File: src/rtl/alu_flag_stage.sv
module alu_flag_stage #(
  parameter int W  = 16,
  parameter int BW = 8
) (
  input  logic         clk,
  input  logic         rst_n,
  input  logic [W-1:0] l_bus,
  input  logic [W-1:0] mem_data,
  input  logic [W-1:0] fault_code,
  input  logic [1:0]   r_src,
  input  logic [1:0]   imm_code,
  input  logic [1:0]   op_sel,
  input  logic [2:0]   ir_op,
  input  logic         byte_mode,
  input  logic         carry_sel,
  input  logic         shift_right,
  input  logic         set_flags,
  output logic [W-1:0] z_out,
  output logic [3:0]   flags_next,
  output logic [3:0]   flags_q
);

  localparam int FZ = 3;
  localparam int FN = 2;
  localparam int FC = 1;
  localparam int FV = 0;

  typedef enum logic [2:0] {K_ADD, K_SUB, K_CMP, K_OR, K_AND, K_XOR, K_PASS} kind_t;

  kind_t        kind;
  logic [W-1:0] imm_val, r_opnd, mask, a, b, value, shifted, fsrc;
  logic [W:0]   sum, diff;
  logic         cin, cout, ovf, sa, sb, sr;

  always_comb begin
    case (imm_code)
      2'd0:    imm_val = '0;
      2'd1:    imm_val = {{(W-1){1'b0}}, 1'b1};
      2'd2:    imm_val = {{(W-1){1'b1}}, 1'b0};
      default: imm_val = '1;
    endcase
  end

  always_comb begin
    case (r_src)
      2'd0:    r_opnd = mem_data;
      2'd1:    r_opnd = imm_val;
      2'd2:    r_opnd = fault_code;
      default: r_opnd = '0;
    endcase
  end

  always_comb begin
    case (op_sel)
      2'd1: kind = K_AND;
      2'd2: kind = K_SUB;
      2'd3: kind = K_ADD;
      default:
        case (ir_op)
          3'd0, 3'd2: kind = K_ADD;
          3'd1:       kind = K_SUB;
          3'd3:       kind = K_CMP;
          3'd4:       kind = K_OR;
          3'd5:       kind = K_AND;
          3'd6:       kind = K_XOR;
          default:    kind = K_PASS;
        endcase
    endcase
  end

  assign mask = byte_mode ? {{(W-BW){1'b0}}, {BW{1'b1}}} : '1;
  assign a    = l_bus & mask;
  assign b    = r_opnd & mask;
  assign cin  = carry_sel & flags_q[FC];
  assign sum  = {1'b0, a} + {1'b0, b} + {{W{1'b0}}, cin};
  assign diff = {1'b0, a} - {1'b0, b} - {{W{1'b0}}, cin};

  always_comb begin
    value = '0;
    cout  = 1'b0;
    case (kind)
      K_ADD: begin
        value = sum[W-1:0] & mask;
        cout  = byte_mode ? sum[BW] : sum[W];
      end
      K_SUB, K_CMP: begin
        value = diff[W-1:0] & mask;
        cout  = byte_mode ? diff[BW] : diff[W];
      end
      K_OR:    value = a | b;
      K_AND:   value = a & b;
      K_XOR:   value = a ^ b;
      default: value = a;
    endcase
  end

  assign sa  = byte_mode ? a[BW-1] : a[W-1];
  assign sb  = byte_mode ? b[BW-1] : b[W-1];
  assign sr  = byte_mode ? value[BW-1] : value[W-1];
  assign ovf = (kind == K_ADD) ? ((sa == sb) && (sr != sa)) :
               (kind == K_SUB || kind == K_CMP) ? ((sa != sb) && (sr != sa)) : 1'b0;

  assign shifted = value >> 1;
  assign z_out   = (kind == K_CMP) ? a : (shift_right ? shifted : value);
  assign fsrc    = shift_right ? shifted : value;

  assign flags_next[FZ] = (fsrc == '0);
  assign flags_next[FN] = byte_mode ? fsrc[BW-1] : fsrc[W-1];
  assign flags_next[FC] = shift_right ? value[0] : cout;
  assign flags_next[FV] = shift_right ? 1'b0 : ovf;

  always_ff @(posedge clk or negedge rst_n) begin
    if (!rst_n)         flags_q <= '0;
    else if (set_flags) flags_q <= flags_next;
  end

  a_r10_hold: assert property (@(posedge clk) disable iff (!rst_n)
    !set_flags |=> $stable(flags_q));
  a_r10_load: assert property (@(posedge clk) disable iff (!rst_n)
    set_flags |=> flags_q == $past(flags_next));
  a_r8_upper_zero: assert property (@(posedge clk) disable iff (!rst_n)
    byte_mode |-> z_out[W-1:BW] == '0);
  a_r9_shift_top: assert property (@(posedge clk) disable iff (!rst_n)
    (shift_right && !byte_mode && !(op_sel == 2'd0 && ir_op == 3'd3)) |-> (z_out[W-1] == 1'b0 && flags_next[FV] == 1'b0));
  a_r11_zero_flag: assert property (@(posedge clk) disable iff (!rst_n)
    !(op_sel == 2'd0 && ir_op == 3'd3) |-> flags_next[FZ] == (z_out == '0));

endmodule

File: config.mk
export PLATFORM = sky130hd
export DESIGN_NAME = alu_flag_stage
export DESIGN_NICKNAME = d
export VERILOG_FILES = /design/src/rtl/alu_flag_stage.sv
export SDC_FILE = /design/constraint.sdc
export NUM_CORES = 1
export LEC_CHECK = 0
export ABC_AREA = 1
export ABC_CLOCK_PERIOD_IN_PS = 5320
export BUFFER_PORTS_ARGS = -buffer_cell sky130_fd_sc_hd__clkbuf_2
export CAP_MARGIN = 30
export CELL_PAD_IN_SITES_DETAIL_PLACEMENT = 2
export CELL_PAD_IN_SITES_GLOBAL_PLACEMENT = 2
export CORE_MARGIN = 4
export CORE_UTILIZATION = 28
export DETAILED_ROUTE_END_ITERATION = 6
export HOLD_SLACK_MARGIN = 0.08
export PLACE_DENSITY_LB_ADDON = 0.1
export SYNTH_ARGS = -nofsm -noshare
export SYNTH_HDL_FRONTEND = slang
export SYNTH_SLANG_ARGS = --single-unit
File: constraint.sdc
create_clock -name clk -period 5.32 [get_ports clk]
set_clock_uncertainty 0.1 [all_clocks]
set_input_delay 1.064 -clock clk [delete_from_list [all_inputs] [get_ports clk]]
set_output_delay 1.064 -clock clk [all_outputs]
set_load 0.02 [all_outputs]
==> impl_metrics.py, run 1 <==
metrics = {
    "yosys": {
        "synth_flop_cell": "dfrtp_1",
        "synth-edff-count": 0,
        "synth_sequential_area_ratio": 0.0235,
        "synth_area_um2": 4260,
        "synthCells": 786,
        "syn_avg_cell_area_um2": 5.43,
        "yosys_warnings": 0,
        "syn-num-nets": 915,
        "ys_types": 43,
        "ys_ff_latch": 4,
        "async_reset_ff_frac": 1.00,
    },
    "sta": {
        "worst_endpoint_kind": "top-level output",
        "grt_worst_setup_endpoint": "flags_next[0]",
    },
    "placement": {
        "place_congestion": 0.897,
        "dp_hpwl_mm": 19.7,
        "numPortBuffers": 86,
        "place_ws_ns": -0.621,
        "dpl_cell_area_um2": 5630,
    },
    "clock_network": {
        "cts.sinks": 4,
        "root_buffer": "clkbuf_16",
        "h-tree-depth": 1,
        "numCtsBuffers": 3,
        "clock_path_buffers": 2,
    },
    "global_routing": {
        "antenna_found_initial": 0,
        "grt_max_degree": 33,
    },
    "run_status": {
        "tool.error": "[ERROR DPL-0033] detailed placement checks failed during check placement.",
        "failed_stage": "global routing (5_1_grt)",
        "status": "stopped before the end",
    },
    "die": {
        "start_util": 0.290,
        "die_w_um": 131,
        "die_h_um": 131,
        "io_pins": 87,
        "row_count": 44,
    },
}
timing repair:
action	CTS
setup endpoints to repair	17
pin swaps	65
gates cloned	1
hold buffers	0
buffers inserted	20
resized for setup	189
cells by family after synthesis:
group	after synthesis	share of synthesized area
DFF	4	0.0235
buffers and inverters	153	0.145
adders and majority gates	66	0.201
xor gates and xnor gates	14	0.0288
AOI/OAI and AO/OA	113	0.161
and+or+nand+nor	436	0.441
cell usage after synthesis (all sizes together), types with 2 or more instances:
cell type	instances	area share
a21oi	39	0.046
inv	133	0.12
clkbuf	6	0.0053
a31oi	3	0.0044
buf	13	0.021
nand3b	2	0.0035
nand3	101	0.13
o21ai	39	0.047
a21o	2	0.0035
ha	62	0.18
a221o	7	0.016
xor2	8	0.016
a21boi	2	0.0044
nor2	73	0.068
dfrtp	4	0.023
a22o	7	0.014
xnor2	6	0.012
nand2	241	0.22
o21bai	5	0.0088
o211ai	9	0.017
nor3	9	0.011
fa	4	0.019
nand4	7	0.012
through the flow:
step	TNS, ns	utilization	hold slack, ns	std cells
global placement	-2.18	0.383	0.365	1141
CTS	-0.0776	0.451	0.393	1163
detailed placement	-5.02	0.383	0.375	1141
floorplan	0	-	0.484	786
==> run 2, diff against run 1 <==
==> config.mk (replaced) <==
export PLATFORM = sky130hd
export DESIGN_NAME = alu_flag_stage
export DESIGN_NICKNAME = d
export VERILOG_FILES = /design/src/rtl/alu_flag_stage.sv
export SDC_FILE = /design/constraint.sdc
export NUM_CORES = 1
export LEC_CHECK = 0
export ABC_AREA = 1
export ABC_CLOCK_PERIOD_IN_PS = 5320
export BUFFER_PORTS_ARGS = -buffer_cell sky130_fd_sc_hd__clkbuf_2
export CAP_MARGIN = 30
export CORE_MARGIN = 4
export CORE_UTILIZATION = 30
export DETAILED_ROUTE_END_ITERATION = 6
export PLACE_DENSITY_LB_ADDON = 0.15
export SYNTH_ARGS = -nofsm -noshare
export SYNTH_HDL_FRONTEND = slang
export SYNTH_SLANG_ARGS = --single-unit
==> impl_metrics.py, run 2 <==
metrics = {
    "clock_network": {
        "numCtsBuffers": 3,
        "ctsHoldBuffers": 0,
        "clock_latency_ns": 0.22,
        "cts_tree": "done",
        "root_buffer": "clkbuf_16",
        "clock_path_buffers": 2,
        "cts.clk_slew.worst_paths_ns": 0.03,
        "cts.sinks": 4,
        "h-tree-depth": 1,
    },
    "setup_path": {
        "crit_slowest_cell": "fa_2",
        "cp_common_cell": "nand2_1",
        "crit_path_max_incr_delay_ns": 0.41,
        "r2r_setup_slack_ns": 1.95,
        "critical_path_required_ns": 4.16,
        "crit_path_start_kind": "primary input",
        "cp-end-kind": "output port",
        "crit_type": "primary input to output port",
        "critPathLaunch": "r_src[1]",
        "reg2reg_to": "flags_q[3]",
        "rr_worst_depth": 26,
        "cp_max_fo": 7,
        "arrival_ns": 4.11,
        "r2r_start": "flags_q[1]",
    },
    "placement": {
        "dp_hpwl_mm": 14.2,
        "dpl_cell_area_um2": 5670,
        "numPortBuffers": 86,
        "dp.cells": 1143,
        "place_congestion": 0.935,
    },
    "global_routing": {
        "grt_pass1_vias": 5404,
        "grt_pass1_wl_mm": 27.8,
        "antenna_found_initial": 0,
        "grt_max_degree": 33,
        "grt_usage": 0.211,
        "grt.overflow.total": 0,
    },
    "final_layout": {
        "layout_commonest_cell": "nand2_1",
        "antennaDiodeCount": 0,
        "largest_reg_flops": 4,
        "stdcell_area_um2": 7020,
        "reg_top3": "flags_q x4",
        "syn2layout_area_growth_pct": 64.6,
        "drive_gt1_frac": 0.437,
        "final_cell_mix": "nand2_1, buf_4, inv_1",
        "nets": 1118,
        "stdcell_count": 1167,
        "regMostFlops": "flags_q",
        "fill_cells": 1429,
    },
    "die": {
        "die_h_um": 127,
        "io_pins": 87,
        "start_util": 0.307,
        "row_count": 43,
        "core_um2": 13900,
        "dieArea_um2": 16200,
        "die_w_um": 127,
    },
    "routing": {
        "drt_first_iter_violations": 377,
        "via_count": 5857,
        "wl_mm": 18.3,
        "via_per_inst": 5.02,
        "ant_nets": 0,
        "routedWlPerCell_um": 15.7,
        "drc": 0,
        "dr.pass1.iters": 5,
    },
    "yosys": {
        "syn_avg_cell_area_um2": 5.43,
        "yosys_warnings": 0,
        "synthTopCellsByArea": "nand2_1, ha_1, nand3_1, inv_1, nor2_1",
        "synthCells": 786,
        "ys_types": 43,
        "yosysMostFrequentCell": "nand2_1",
        "ys_top_cells_by_count": "nand2_1, inv_1, nand3_1, nor2_1, ha_1",
        "ys_ff_latch": 4,
        "synth.largest_area_cell": "nand2_1",
        "synth-edff-count": 0,
        "synth_sequential_area_ratio": 0.0235,
        "syn-num-nets": 915,
        "synth_area_um2": 4260,
        "synth_flop_cell": "dfrtp_1",
        "synth_top_area_frac": 0.209,
        "async_reset_ff_frac": 1.00,
    },
    "sta": {
        "hold_viol": 0,
        "fmax_mhz": 190,
        "slew_violations": 0,
        "relSlewSlack": 0.516,
        "fin_crit_sh": 0.992,
        "fin_setup_tns_ns": 0,
        "worst_pin_slew_ns": 0.721,
        "finalCriticalPeriod_ns": 5.28,
        "setup_violations": 0,
        "rsz0062_at_grt": "true",
    },
    "min_path": {
        "whs_path_depth": 2,
        "hold_class": "flip-flop to flip-flop",
        "holdPathEnd": "flags_q[2]",
        "hold_start": "flags_q[2]",
    },
    "pwr": {
        "combinationalPowerShare": 0.882,
        "swShare": 0.501,
        "peakVddDrop_mv": 0.0910,
        "switching_power_mw": 0.655,
        "power.internal_mw": 0.652,
        "p_leak_nw": 3.76,
        "pwr-share-clk": 0.090,
        "seqPwrFrac": 0.028,
        "power_density_nw_per_um2": 186,
    },
    "run_status": {
        "status": "complete, no violations",
    },
    "run": {
        "drv_cap": 0,
    },
}
==> run 2: cell counts after synthesis <==
Identical to the previous run, type by type.
==> run 2: worst max-delay path by stage <==
stage	slack (ns)	cells after the start	end
floorplan	0.14	22	flags_next[3]
global placement	-0.31	25	flags_next[3]
detailed placement	-0.32	25	flags_next[3]
CTS	-0.005	26	flags_next[3]
global route	-0.12	26	flags_next[3]
finish	0.04	25	flags_next[3]
==> run 2: power groups by stage <==
stage / clock (mW) / sequential (mW) / combinational [mW]
after floorplan: 0 / 0.0409 / 0.495
after global placement: 0 / 0.0374 / 0.865
after detailed placement: 0 / 0.0373 / 0.861
after CTS: 0.119 / 0.0370 / 0.974
after global routing: 0.123 / 0.0374 / 1.26
final: 0.118 / 0.0372 / 1.15
==> run 2: layout make-up <==
class,count,area (um^2),share of cell area
Sequential cell,4,100,0.0143
Multi-Input combinational cell,629,4530,0.645
Clock buffer,3,75.1,0.0107
Timing Repair Buffer,217,1580,0.224
Tap cell,180,225,0.0321
Inverter,134,515,0.0735
==> run 2: routing by layer <==
metal	GRT usage	routed length (um)
met5	0	0
met4	0.0372	176
met3	0.0180	1100
met2	0.371	9140
met1	0.285	7930
==> run 2: what timing repair did <==
item	CTS	global route
buffers inserted	10	11
endpoints found under the setup margin	13	17
pin swaps	31	99
resized for setup	88	179
gates cloned	0	1
==> run 2: critical path: cells and delay by family <==
kind / cells / cell delay, ns
fa+ha+maj: 2 / 0.79
buf+inv: 6 / 0.74
simple gates: 17 / 1.51
==> run 2: stage by stage <==
step | power (mW) | utilization | hold slack [ns] | worst slack (ns)
after floorplan | 0.536 | - | 0.484 | 0.139
after global placement | 0.902 | 0.409 | 0.372 | -0.313
after detailed placement | 0.898 | 0.409 | 0.370 | -0.316
after CTS | 1.13 | 0.450 | 0.384 | -0.00455
after global routing | 1.42 | 0.506 | 0.409 | -0.118
final | 1.31 | 0.506 | 0.382 | 0.0439
==> run 2: kinds of logic after synthesis <==
logic type	share of synthesized area
compound gates	0.161
flops	0.0235
xor+xnor	0.0288
simple gates	0.441
fa+ha+maj	0.201
buf+inv	0.145
Note: power is estimated with default switching activity, not from simulation.
